## src/rtl/opt_tx_pkg.sv

```systemverilog
package opt_tx_pkg;

  typedef enum logic [1:0] {
    SRC_UART  = 2'd0,
    SRC_GPIO  = 2'd1,
    SRC_WPULS = 2'd2,
    SRC_VPULS = 2'd3
  } tx_src_e;

  typedef struct packed {
    tx_src_e sel;
    logic    inv;
    logic    mod;
  } tx_cfg_t;

  localparam tx_cfg_t CFG_RESET = '{sel: SRC_UART, inv: 1'b0, mod: 1'b0};

  // High cycles of one carrier period for a duty code: eighths of the period.
  function automatic int unsigned carrier_high(input int unsigned period,
                                               input logic [1:0] duty);
    int unsigned eighths;
    eighths = 4 - int'(duty);
    return (period * eighths) / 8;
  endfunction

endpackage

```

## src/rtl/opt_src_mux.sv

```systemverilog
module opt_src_mux
  import opt_tx_pkg::*;
(
  input  tx_cfg_t cfg,
  input  logic    uart_txd,
  input  logic    gpio_out2,
  input  logic    wpulse,
  input  logic    vpulse,
  output logic    sel_bit
);
  logic raw;

  always_comb begin
    unique case (cfg.sel)
      SRC_UART:  raw = uart_txd;
      SRC_GPIO:  raw = gpio_out2;
      SRC_WPULS: raw = wpulse;
      default:   raw = vpulse;
    endcase
  end

  assign sel_bit = raw ^ cfg.inv;
endmodule

```

## src/rtl/opt_carrier_gen.sv

```systemverilog
module opt_carrier_gen
  import opt_tx_pkg::*;
#(
  parameter int unsigned PERIOD = 128,
  localparam int unsigned CNT_W = (PERIOD > 1) ? $clog2(PERIOD) : 1
) (
  input  logic             clk,
  input  logic             rst_n,
  input  logic [1:0]       duty_sel,
  output logic [CNT_W-1:0] cnt_q,
  output logic [CNT_W-1:0] hi_q,
  output logic             boundary,
  output logic             carrier
);
  localparam logic [CNT_W-1:0] LAST = CNT_W'(PERIOD - 1);
  localparam logic [CNT_W-1:0] HI_RST = CNT_W'(carrier_high(PERIOD, 2'd0));

  logic [CNT_W-1:0] hi_next;

  assign boundary = (cnt_q == LAST);
  assign hi_next  = CNT_W'(carrier_high(PERIOD, duty_sel));
  assign carrier  = (cnt_q < hi_q);

  always_ff @(posedge clk or negedge rst_n) begin
    if (!rst_n) begin
      cnt_q <= '0;
      hi_q  <= HI_RST;
    end else if (boundary) begin
      cnt_q <= '0;
      hi_q  <= hi_next;
    end else begin
      cnt_q <= cnt_q + 1'b1;
    end
  end
endmodule

```

## src/rtl/opt_rx_route.sv

```systemverilog
module opt_rx_route (
  input  logic rx_pin,
  input  logic rx_dis,
  output logic uart_rxd,
  output logic gpio_in1
);
  assign uart_rxd = rx_dis ? 1'b1 : rx_pin;
  assign gpio_in1 = rx_dis ? rx_pin : 1'b0;
endmodule

```

## src/rtl/opt_tx_modulator.sv

```systemverilog
module opt_tx_modulator
  import opt_tx_pkg::*;
#(
  parameter int unsigned CLK_HZ     = 4915200,
  parameter int unsigned CARRIER_HZ = 38400,
  localparam int unsigned PERIOD = CLK_HZ / CARRIER_HZ,
  localparam int unsigned CNT_W  = (PERIOD > 1) ? $clog2(PERIOD) : 1
) (
  input  logic       clk,
  input  logic       rst_n,
  input  logic [1:0] tx_sel,
  input  logic       tx_inv,
  input  logic       mod_en,
  input  logic [1:0] duty_sel,
  input  logic       rx_dis,
  input  logic       uart_txd,
  input  logic       gpio_out2,
  input  logic       wpulse,
  input  logic       vpulse,
  input  logic       rx_pin,
  output logic       tx_pin,
  output logic       uart_rxd,
  output logic       gpio_in1
);
  tx_cfg_t          cfg_q;
  logic             sel_bit;
  logic             carrier;
  logic             boundary;
  logic [CNT_W-1:0] carrier_cnt;
  logic [CNT_W-1:0] carrier_hi;
  logic             pin_next;
  logic             pin_q;

  always_ff @(posedge clk or negedge rst_n) begin
    if (!rst_n) cfg_q <= CFG_RESET;
    else        cfg_q <= '{sel: tx_src_e'(tx_sel), inv: tx_inv, mod: mod_en};
  end

  opt_src_mux u_mux (
    .cfg       (cfg_q),
    .uart_txd  (uart_txd),
    .gpio_out2 (gpio_out2),
    .wpulse    (wpulse),
    .vpulse    (vpulse),
    .sel_bit   (sel_bit)
  );

  opt_carrier_gen #(.PERIOD(PERIOD)) u_car (
    .clk      (clk),
    .rst_n    (rst_n),
    .duty_sel (duty_sel),
    .cnt_q    (carrier_cnt),
    .hi_q     (carrier_hi),
    .boundary (boundary),
    .carrier  (carrier)
  );

  assign pin_next = cfg_q.mod ? (sel_bit & carrier) : sel_bit;

  always_ff @(posedge clk or negedge rst_n) begin
    if (!rst_n) pin_q <= 1'b0;
    else        pin_q <= pin_next;
  end

  assign tx_pin = pin_q;

  opt_rx_route u_rx (
    .rx_pin   (rx_pin),
    .rx_dis   (rx_dis),
    .uart_rxd (uart_rxd),
    .gpio_in1 (gpio_in1)
  );
endmodule

```

## config.mk

```make
export PLATFORM = sky130hd
export DESIGN_NAME = opt_tx_modulator
export DESIGN_NICKNAME = d
export VERILOG_FILES = /design/src/rtl/opt_tx_pkg.sv /design/src/rtl/opt_src_mux.sv /design/src/rtl/opt_carrier_gen.sv /design/src/rtl/opt_rx_route.sv /design/src/rtl/opt_tx_modulator.sv
export SDC_FILE = /design/constraint.sdc
export NUM_CORES = 1
export LEC_CHECK = 0
export BUFFER_PORTS_ARGS = -buffer_cell sky130_fd_sc_hd__buf_2
export CORE_AREA = 4 4 45 67
export CTS_CLUSTER_SIZE = 24
export DETAILED_ROUTE_END_ITERATION = 8
export DIE_AREA = 0 0 49 71
export PLACE_DENSITY = 0.58
export SYNTH_ARGS = -nofsm -noshare
export SYNTH_HDL_FRONTEND = slang
export SYNTH_SLANG_ARGS = --single-unit
```

## constraint.sdc

```tcl
create_clock -name clk -period 1.5 [get_ports clk]
set_input_delay 0.3 -clock clk [delete_from_list [all_inputs] [get_ports clk]]
set_output_delay 0.3 -clock clk [all_outputs]
set_load 0.01 [all_outputs]
```

-- Word-level counts from Yosys, hierarchy flattened
Cells that the tools add are included.
- flip-flop bits (word level): 15
- logic and storage cells: 20
- magnitude comparators: 1
- reduce and logical (&&, ||, !) cells: 1
- multiplexer cells: 5
- $add $sub $neg: 2
- equal/unequal tests: 3
- bitwise gates (word level): 2
- operators with widths (cell ; number):
    adder 7 x 1 -> 7 bit (second input constant) ; 1
    == test 7 bit (second input constant) ; 1
    less-than comparator 7 bit ; 1
    2-to-1 mux 7 bit ; 1
    2-to-1 mux 1 bit ; 3
    case mux 1 bit (3 select lines) ; 1
    subtractor 3 x 2 -> 3 bit (first input constant) ; 1
    == test 2 x 1 -> 1 bit (second input constant) ; 1
    == test 2 bit (second input constant) ; 1
    logical NOT 2 bit ; 1
    bitwise AND 1 bit ; 1
    bitwise XOR 1 bit ; 1

-- Depth between registers and ports, before layout
- depth in word-level cells: 5
- mapped depth: 4
- gate-level depth less buffers: 4

-- Modules after synthesis
A second synthesis with hierarchy kept.
- cells, all modules: 56
- area, all modules: 690.7 µm²
- modules (own cells, without submodules) (module ; cells each ; area each (µm²) ; times used ; seq. area each (µm²)):
    opt_carrier_gen ; 45 ; 509.2 ; 1 ; 251.5
    opt_tx_modulator ; 7 ; 136.4 ; 1 ; 125.1
    opt_src_mux ; 2 ; 31.3 ; 1 ; 0.0
    opt_rx_route ; 2 ; 13.8 ; 1 ; 0.0

-- Worst setup path before layout
OpenSTA, ideal clock, no wires.
- path kind: register to register
- start: register u_car.cnt_q[0]
- end: register u_car.hi_q[4]
- cell stages (with the launch flop): 5
- setup slack: 0.177 ns
- path buffers: 0
- clock period less this slack: 1.323 ns
- arrival time: 1.195 ns
- library setup time: 0.128 ns
- path through: dfrtp_1 ha_1 nand3_1 nor2_4 mux2_1
- cells in the longest elaborated chain, start to end: 1
- ends and longest elaborated chain (item ; line ; source):
    start, declared ; opt_carrier_gen.sv:10 ; output logic [CNT_W-1:0] cnt_q,
    start signal, assigned ; opt_carrier_gen.sv:32 ; cnt_q <= cnt_q + 1'b1;
    == test 7 bit ; opt_carrier_gen.sv:20 ; assign boundary = (cnt_q == LAST);
    end signal, assigned ; opt_carrier_gen.sv:30 ; hi_q <= hi_next;
    end, declared ; opt_carrier_gen.sv:11 ; output logic [CNT_W-1:0] hi_q,
No other way between the ends.
A chain may end at the register's enable or synchronous reset.

-- Final worst setup path
Ends and elaborated chain as after synthesis.

==> summary.txt <==
status: finished clean
pwr dens: 817 nW/um^2
sequential share of the synthesized area: 53.8%
final setup fails: 0
gpl congestion: 0.738
met2 GRT Util: 14.7%
worst clock skew: 0.00153 ns
EDFF count, synth: 0
CP max FO: 4
Synth Instances: 58
worst skew pair latency: 0.28 ns
Worst EP arrival: 1.51 ns
fin crit period: 1.34 ns
RSZ-0062 raised after global routing: false
fraction of final layout cells sized beyond drive strength 1: 32.5%
largest stage delay on the critical path: 0.39 ns
Area contributors post-synth: dfrtp_1 50%, ha_1 7.1%, mux2_1 6.4%
share of the synthesized area in the top cell type: 50.0%
largest net degree at the start of global routing: 16
Inserted Clock Buffers: 3
Synth Register Bits: 15
Final WS setup: 0.162 ns
NumNets Final: 99
number of global-route vias before repair: 543
Final TNS setup: 0 ns
PortBufs: 16
max cap viols: 0
met3 usage: 2.95%
Mapped Avg Cell Area: 12.1 um^2
Worst Max-Slew Pin Slew: 0.328 ns
hold buffer count at CTS: 1
die width: 49 um
crit share post-route: 89.2%
CTS tree: done
VDD IR max: 0.282 mV
Sink Count: 15
critical path class: register to register
number of routed nets with antenna violations: 0
most used routing layer in global routing: met2
DR vias/cell: 4.65
WL per Instance: 11.5 um
Worst R2R Setup Slack: 0.16 ns
grt ovf: 0
total wire length: 1200 um
Initial Util: 28.9%
ordered list of cells on the worst path: ha_1 > nand3_1 > nor2_4 > mux2_1
Hold Crit Class: input port to register
max-slew violation count: 0
Critical Path RT: 1.67 ns
main flop type after synthesis: dfrtp_1
CORE AREA: 2420 um^2
Mapped Area: 701 um^2
pre-CTS setup slack: 0.160 ns
synth unique cells: 23
Die Area: 3480 um^2
Bufs and invs on worst path: 0
Slew HR: 78.1%
Leak Pwr: 0.411 nW
setup bufs post-CTS: 0
Global Route Usage Sum: 8.47%
Final Hold Viols: 0
FILL cells: 252
post-synth top area cell: dfrtp_1
Synth warnings: 0
number of vias after detailed routing: 484
Resized cells post-CTS: 0
initial drt markers: 11
top post-synthesis cells by count: 14 x dfrtp_1, 4 x ha_1, 4 x inv_1, 4 x mux2_1, 4 x nor2_1
Top Family by Delay on Critical Path: flip-flops
htree depth: 1
Global Route met1 Usage: 8.40%
cell with the most instances after synthesis: dfrtp_1
die height: 71 um
ant diodes: 0
CP max stage cell: dfrtp_1
CP Capture Type: register
fraction of registers with async set/reset: 100%
startpoint types: register
global-route wire length before repair: 2260 um
hpwl dp: 981 um
Post-route DRC: 0
# IOs: 17
Area Overhead vs Synth: 22.0%
site row count: 22
Pre-Repair DR Iteration Count: 4
Worst-path clk slew: 0.08 ns
Synthesized Nets: 76
worst-case clock buffer depth: 2
Max Fclk: 0.747 GHz
initial antenna violation count: 0
root buf cell: clkbuf_4
-- cells in the final DEF (no fill, tap or decap), types with 2 or more instances in the layout --
master / n
clkbuf_4: 3
nor2_1: 4
nand2_1: 3
mux2_1: 4
dfrtp_1: 14
inv_1: 4
nor2b_1: 2
xor2_1: 3
nand3_1: 3
mux2i_1: 3
buf_2: 16
ha_1: 4
nand2b_1: 2
-- state kept, by name (all words and copies together) (netlist names) --
signal       cells
cfg_q            4
u_car.hi_q       3
tx_pin           1
u_car.cnt_q      7
-- worst reg2reg max path, stage by stage (launching register included) --
cell,delay (ns)
dfrtp_1,0.39
ha_1,0.23
nand3_1,0.13
nor2_4,0.14
mux2_1,0.33
-- metal layers --
metal,up-vias,wire (um)
met5,-,0
met4,0,37
met3,5,70
met2,14,629
met1,226,463
li1,239,-
-- where the power goes --
group / switching (mW) / internal [mW]
Sequential: 0.00426 / 0.412
Combinational: 0.0253 / 0.0298
Clock: 0.124 / 0.103
-- final timing paths --
kind	end	startpoint	cells after the start
max in group asynchronous	u_car.hi_q[6]	rst_n	2
setup reg to reg	u_car.hi_q[4]	u_car.cnt_q[0]	4
hold reg to reg	u_car.cnt_q[0]	u_car.cnt_q[0]	1
min in group asynchronous	cfg_q[0]	rst_n	2
hold / removal	cfg_q[2]	tx_sel[0]	1
setup / recovery	u_car.hi_q[4]	u_car.cnt_q[0]	4
-- cell families after synthesis --
| family | share of synthesized area [%] |
|---|---|
| DFF | 53.8 |
| AOI/OAI and AO/OA | 6.07 |
| xor gates and xnor gates | 5.00 |
| buffers and inverters | 2.14 |
| and+or+nand+nor | 15.2 |
| muxes | 10.7 |
| adders and majority gates | 7.14 |
-- cell type report --
type	instances	area (um^2)	share of cell area, %
well taps	24	30.0	3.51
multi-input cells	39	309	36.2
flip-flops and latches	15	377	44.1
repair buffers	18	97.6	11.4
inverters	4	15.0	1.76
clock buffers	4	26.3	3.07
-- metrics by stage --
step	hold slack, ns	utilization (%)	instance area, um^2	power, mW	cells
after floorplan	0.00441	-	701	0.446	58
after global placement	0.222	33.8	818	0.478	99
after detailed placement	0.224	33.8	818	0.480	99
after CTS	0.113	35.3	855	0.712	104
after global routing	0.105	35.3	855	0.737	104
final	0.118	35.3	855	0.699	104
Power figures use the tool's default switching activity.
